**src/rtl/brg_retry_guard.sv**
```systemverilog
module brg_retry_guard #(
  parameter int LIMIT_W = 8,
  parameter int DW      = 8
) (
  input  logic          clk,
  input  logic          rst_n,
  input  logic          req_valid,
  input  logic          req_write,
  output logic          req_ready,
  output logic          busy,
  input  logic          rsp_valid,
  input  logic [1:0]    rsp_kind,
  output logic          done_valid,
  output logic [1:0]    done_status,
  input  logic          cfg_we,
  input  logic [1:0]    cfg_addr,
  input  logic [DW-1:0] cfg_wdata,
  output logic [DW-1:0] cfg_rdata,
  output logic          irq_int,
  output logic          irq_ext
);

  logic               busy_q, wr_q;
  logic [LIMIT_W-1:0] limit_q, rcnt;
  logic [2:0]         st_int, msk_int;
  logic [1:0]         st_ext, msk_ext;

  wire take    = req_valid & ~busy_q;
  wire got     = busy_q & rsp_valid;
  wire fin_ok  = got & ~(rsp_kind[1] ^ rsp_kind[0]);
  wire retry   = got & (rsp_kind == 2'b01);
  wire berr    = got & (rsp_kind == 2'b10);
  wire give_up = retry & (limit_q != '0) & (rcnt >= limit_q);
  wire ends    = fin_ok | berr | give_up;

  wire [2:0] set_int = {give_up, berr & wr_q, berr & ~wr_q};
  wire [1:0] set_ext = {berr & wr_q, berr & ~wr_q};
  wire [2:0] clr_int = (cfg_we && cfg_addr == 2'd1) ? cfg_wdata[2:0] : 3'b000;
  wire [1:0] clr_ext = (cfg_we && cfg_addr == 2'd2) ? cfg_wdata[1:0] : 2'b00;

  assign req_ready = ~busy_q;
  assign busy      = busy_q;
  assign irq_int   = |(st_int & ~msk_int);
  assign irq_ext   = |(st_ext & ~msk_ext);

  always_ff @(posedge clk or negedge rst_n) begin
    if (!rst_n) begin
      busy_q <= 1'b0;
      wr_q   <= 1'b0;
      rcnt   <= '0;
    end else if (take) begin
      busy_q <= 1'b1;
      wr_q   <= req_write;
      rcnt   <= '0;
    end else if (ends) begin
      busy_q <= 1'b0;
      rcnt   <= '0;
    end else if (retry && rcnt != '1) begin
      rcnt   <= rcnt + 1'b1;
    end
  end

  always_ff @(posedge clk or negedge rst_n) begin
    if (!rst_n) begin
      done_valid  <= 1'b0;
      done_status <= 2'b00;
    end else begin
      done_valid  <= ends;
      done_status <= berr ? 2'b10 : give_up ? 2'b01 : 2'b00;
    end
  end

  always_ff @(posedge clk or negedge rst_n) begin
    if (!rst_n) begin
      limit_q <= '0;
      msk_int <= '0;
      msk_ext <= '0;
      st_int  <= '0;
      st_ext  <= '0;
    end else begin
      st_int <= (st_int & ~clr_int) | set_int;
      st_ext <= (st_ext & ~clr_ext) | set_ext;
      if (cfg_we && cfg_addr == 2'd0) limit_q <= cfg_wdata[LIMIT_W-1:0];
      if (cfg_we && cfg_addr == 2'd3) begin
        msk_int <= cfg_wdata[2:0];
        msk_ext <= cfg_wdata[5:4];
      end
    end
  end

  always_comb begin
    case (cfg_addr)
      2'd0:    cfg_rdata = DW'(limit_q);
      2'd1:    cfg_rdata = DW'(st_int);
      2'd2:    cfg_rdata = DW'(st_ext);
      default: cfg_rdata = DW'({msk_ext, 1'b0, msk_int});
    endcase
  end

endmodule


```
**config.mk**
```make
export PLATFORM = sky130hd
export DESIGN_NAME = brg_retry_guard
export DESIGN_NICKNAME = d
export VERILOG_FILES = /design/src/rtl/brg_retry_guard.sv
export SDC_FILE = /design/constraint.sdc
export NUM_CORES = 1
export LEC_CHECK = 0
export ABC_AREA = 1
export CORE_MARGIN = 5
export CORE_UTILIZATION = 25
export DETAILED_ROUTE_END_ITERATION = 7
export MAX_ROUTING_LAYER = met4
export PLACE_DENSITY_LB_ADDON = 0.05
export SETUP_SLACK_MARGIN = 0.3
export SLEW_MARGIN = 40
export SYNTH_ARGS = -nofsm -noshare
export SYNTH_HDL_FRONTEND = slang
export SYNTH_SLANG_ARGS = --single-unit
```
**constraint.sdc**
```tcl
create_clock -name clk -period 1.3 [get_ports clk]
set_input_delay 0.39 -clock clk [delete_from_list [all_inputs] [get_ports clk]]
set_output_delay 0.39 -clock clk [all_outputs]
set_load 0.05 [all_outputs]
```
* After elaboration in Yosys (flattened, before gate mapping)
Cells that the tools add are included.
Widths: inputs -> output; s select.
** Word-level totals
- Flip-flop bits (word level) :: 31
- Bits of input ports :: 18
- Word-level logic and storage cells :: 64
** Operators by class
- Add/sub/neg operators :: 1
- Order comparisons :: 1
- Equal/unequal tests :: 6
- Mux-type cells :: 10
- Bitwise operators :: 25
- Reductions and logical operators :: 11
** Operators with widths (number)
- $mux 8 :: 3
- $pmux 8 s3 :: 1
- $and 1x1->1 :: 9
- $add 8x1->8 const B :: 1
- $ge 8x8->1 :: 1
- $ne 8x8->1 const B :: 1
- $reduce_bool 8->1 :: 1
- $and 3x3->3 :: 2
- $eq 2x2->1 const B :: 3
- $not 3->3 :: 2
- $logic_and 1x1->1 :: 5
- $and 2x2->2 :: 2
- $eq 2x1->1 const B :: 2
- $mux 2 :: 2
- $not 2->2 :: 2
- $mux 1 :: 3
- $mux 3 :: 1
- $not 1->1 :: 3
- $or 3x3->3 :: 1
- $reduce_bool 3->1 :: 1
- $reduce_or 3->1 :: 1
- $logic_not 2->1 :: 1
- $or 1x1->1 :: 2
- $or 2x2->2 :: 1
- 3 further kinds :: 3

* Depth between registers and ports, before layout
- Depth after elaboration :: 7
- Gate-level depth with buffers :: 12

* Least setup slack after synthesis
No wires, ideal clock.
- Path kind :: input-to-output
- Start :: in cfg_addr[1]
- End :: out cfg_rdata[4]
- Arrival :: 1720 ps
- Required time :: 910 ps
- Path slack :: -810 ps
- Stages :: 3
- Buffers on the path :: 0
- Path through :: nor2_1 > inv_1 > o21ai_0
** Between the ends
- Word-level cells in the longest chain between the ends :: 2
- Elaborated cells between the ends (all ways) :: 4
- Classes of those cells :: eq/ne: 2; mux: 1; reduce/logical: 1
** RTL lines
- from (decl) :: line 16 : input logic [1:0] cfg_addr,
- $eq 2x2->1, or another cell as far along :: line 92 : case (cfg_addr)
- $pmux 8 s3 (*) :: line 92
- to (decl) :: line 18 : output logic [DW-1:0] cfg_rdata,
Mark *: on every way between the ends. The rest lies on a longest branch, timed or not.

* Worst setup path in the final report
- Start :: reg limit_q[1]
- End :: out cfg_rdata[1]
** Between the ends
- Word-level cells in the longest chain between the ends :: 1
** RTL lines
- from (decl) :: line 24 : logic [LIMIT_W-1:0] limit_q, rcnt;
- from (signal assigned) :: line 83 : if (cfg_we && cfg_addr == 2'd0) limit_q <= cfg_wdata[LIMIT_W-1:0];
- $pmux 8 s3 :: line 92
No other way between the ends.

==> results.py <==
metrics = {
    "timing": {
        "drv_slew": 0,
        "hold_viol": 0,
        "tns_ns": -4.70,
        "finalCritPeriodShare": 1.20,
        "rsz0062_at_grt": "yes",
        "setup_viol": 24,
        "fin_skew_ns": 0.00757,
        "worst_slew_pin_slew_ns": 0.265,
        "fin_ws_ns": -0.261,
        "slew_headroom": 0.823,
        "period_needed_ns": 1.56,
        "timing.fmax_mhz": 641,
    },
    "layout": {
        "nets": 343,
        "area.growth.synth_to_final_pct": 81.0,
        "fin_cells": 410,
        "insertedDiodeCount": 0,
        "fill_cells": 674,
        "drive_gt1_frac": 0.446,
    },
    "floorplan": {
        "die_height_um": 94.7,
        "die_x_um": 94.7,
        "start_util": 0.261,
        "design.portCount": 33,
        "row_count": 30,
        "core_area_um2": 6870,
        "die-area_um2": 8960,
    },
    "routing": {
        "drt_iter0_drc": 62,
        "top_layer": "met4",
        "first_pass_iters": 4,
        "via_per_inst": 4.18,
        "vias": 1715,
        "ant_nets": 0,
        "wl_per_cell_um": 11.6,
        "wl_met3_um": 172,
        "wl_met1_um": 2220,
        "met2_length_um": 2330,
        "wl_um": 4760,
        "drcViolationCount": 0,
    },
    "place": {
        "placed_cells": 386,
        "dpl.hpwl_um": 3760,
        "post-place-ws_ns": -0.703,
        "portBuffers": 32,
        "place_congestion": 0.791,
    },
    "global_route": {
        "antenna_found_initial": 0,
        "grt_pass1_wl_um": 8050,
        "overflow": 0,
        "grt_max_degree": 32,
        "grt_pass1_vias": 1675,
        "track_usage": 0.119,
    },
    "logic_synthesis": {
        "yosys-top-cells-area": "dfrtp_1 43%, nand2_1 12%, inv_1 8.6%",
        "synth_top_family_by_area": "simple AND/OR/NAND/NOR gates",
        "yosysTopAreaCell": "dfrtp_1",
        "syn_avg_cell_area_um2": 7.89,
        "syn_inst": 227,
        "synth_compound_area_frac": 0.108,
        "synthAdderAreaFrac": 0.0768,
        "yosys.area_share.simple": 0.281,
        "synth.top_cell.area_share": 0.433,
        "ys.warnings.count": 0,
        "synth_area_um2": 1790,
        "ys_seq_elements": 31,
        "ys_types": 25,
        "synthMuxAreaShare": 0,
        "synthXorXnorAreaFrac": 0.00978,
        "syn-num-nets": 256,
        "seq_area_frac_synth": 0.433,
    },
    "worst_setup_path": {
        "cp_num_buf_inv": 3,
        "cp_max_fo": 2,
        "timing.critical_path.slowest_cell_delay_ns": 0.35,
        "cp_data_arrival_time_ns": 1.17,
        "cp-end-kind": "output pin",
        "slowest_stage": "dfrtp_1",
        "required_ns": 0.91,
        "cp_cell_sequence": "inv_2 > buf_6 > o2111ai_4 > buf_12",
        "worstSetupStartpointType": "flip-flop",
        "critPathKind": "flip-flop to output pin",
        "cp_top_family": "flip-flops",
    },
    "clock_tree": {
        "numCtsBuffers": 5,
        "htree_levels": 2,
        "clk_latency_ns": 0.28,
        "cts_hold_buf": 0,
        "cts_root_buf": "clkbuf_8",
        "cts_tree": "done",
        "clkSinkCount": 31,
        "clock_path_buffers": 2,
        "path_clk_slew_ns": 0.07,
    },
    "job": {
        "cap_violations": 0,
    },
    "power_and_ir_drop": {
        "powerDensity_nw_per_um2": 1370,
        "ir_drop_mv": 1.05,
        "p_comb_frac": 0.542,
        "intPower_mw": 2.71,
        "p_sw_mw": 1.71,
        "clkPwrFrac": 0.161,
        "power_frac_seq": 0.297,
        "p_leak_nw": 1.54,
        "p_sw_frac": 0.387,
    },
    "outcome": {
        "violations": "negative setup slack",
        "status": "finished with violations",
    },
    "hold_path": {
        "hold_class": "input pin to async pin",
    },
}
==> power by group through the flow <==
stage / Clock [mW] / Combinational (mW) / Sequential (mW)
6_report: 0.712 / 2.40 / 1.32
5_1_grt: 0.780 / 2.58 / 1.34
4_1_cts: 0.747 / 2.28 / 1.31
3_5_place_dp: 0 / 2.00 / 1.33
3_3_place_gp: 0 / 1.99 / 1.33
2_1_floorplan: 0 / 0.982 / 1.40
==> synth_stat cells, drive strengths merged <==
master,instances
nor3,1
a21o,1
nand2,58
o221ai,2
xor2,2
o21a,1
nand3,16
nor2,27
buf,1
a21oi,6
dfrtp,31
o2111ai,2
nand4,5
o21ai,19
inv,42
o22ai,1
a31oi,1
ha,11
==> what timing repair did <==
item                                    in CTS  in global routing
endpoints found under the setup margin      46                 36
resized for setup                           57                 26
setup buffers                               10                  7
pin swaps                                   13                 16
==> cells in the final DEF, fill, tap and decap left out, types with 3 or more instances in the layout <==
cell / synthesis / layout
buf_12: 0 / 18
clkbuf_8: 0 / 5
nand3_1: 12 / 10
nand2_4: 1 / 5
nand2_1: 55 / 45
nand3_2: 2 / 4
nor2_4: 0 / 7
nand2_2: 2 / 6
dlygate4sd2_1: 0 / 3
nand4_1: 5 / 5
buf_4: 0 / 32
a21oi_1: 6 / 5
nor2_1: 24 / 10
ha_4: 0 / 3
ha_1: 11 / 7
inv_1: 41 / 25
o21ai_0: 19 / 15
inv_2: 1 / 14
buf_6: 0 / 15
dfrtp_1: 31 / 28
clkdlybuf4s50_1: 0 / 11
nor2_2: 2 / 9
==> cell type report <==
cell class,instances,area [um^2],share of cell area
timing repair buffer,81,931,0.287
sequential,31,782,0.241
clock buffer,7,76.3,0.0235
inverter,42,169,0.0521
tap,96,120,0.0370
multi-input combinational,153,1160,0.359
==> registers in the layout, indices dropped and copies added (netlist names) <==
| name | flops |
|---|---|
| st_int | 3 |
| done_status | 2 |
| done_valid | 1 |
| msk_int | 3 |
| busy | 1 |
| msk_ext | 2 |
| limit_q | 8 |
| rcnt | 8 |
| st_ext | 2 |
| wr_q | 1 |
==> path summary, 6_finish.rpt <==
kind	slack (ns)	depth (start not counted)	endpoint	start
worst min-delay path	0.47	2	msk_ext[0]$_DFFE_PN0P_	rst_n
worst max-delay path	-0.26	4	cfg_rdata[1]	limit_q[1]$_DFFE_PN0P_
worst min register to register	0.51	2	limit_q[1]$_DFFE_PN0P_	limit_q[1]$_DFFE_PN0P_
min in group clk	0.49	4	st_ext[1]$_DFF_PN0_	cfg_addr[1]
max in group asynchronous	0.63	2	busy$_DFFE_PN0P_	rst_n
worst max register to register	-0.23	12	st_int[2]$_DFF_PN0_	rcnt[0]$_DFFE_PN0P_
==> through the flow <==
stage	hold slack [ns]	utilization	cell area (um^2)	power, mW
after global placement	0.468	0.409	2810	3.32
after global routing	0.497	0.472	3240	4.70
final	0.467	0.472	3240	4.43
after floorplan	0.0944	-	1960	2.38
after detailed placement	0.474	0.409	2810	3.33
after CTS	0.477	0.449	3090	4.34
==> per-layer routing <==
metal,up-vias,GRT usage
li1,901,-
met1,786,0.153
met2,24,0.186
met3,4,0.0303
met4,0,0.0325
met5,-,-
==> cell families after synthesis <==
| logic type | Yosys count |
|---|---|
| flops | 31 |
| fa+ha+maj | 11 |
| xor+xnor | 2 |
| buf+inv | 43 |
| compound gates | 33 |
| simple gates | 107 |
No activity file was read; power rests on OpenSTA's default activity.
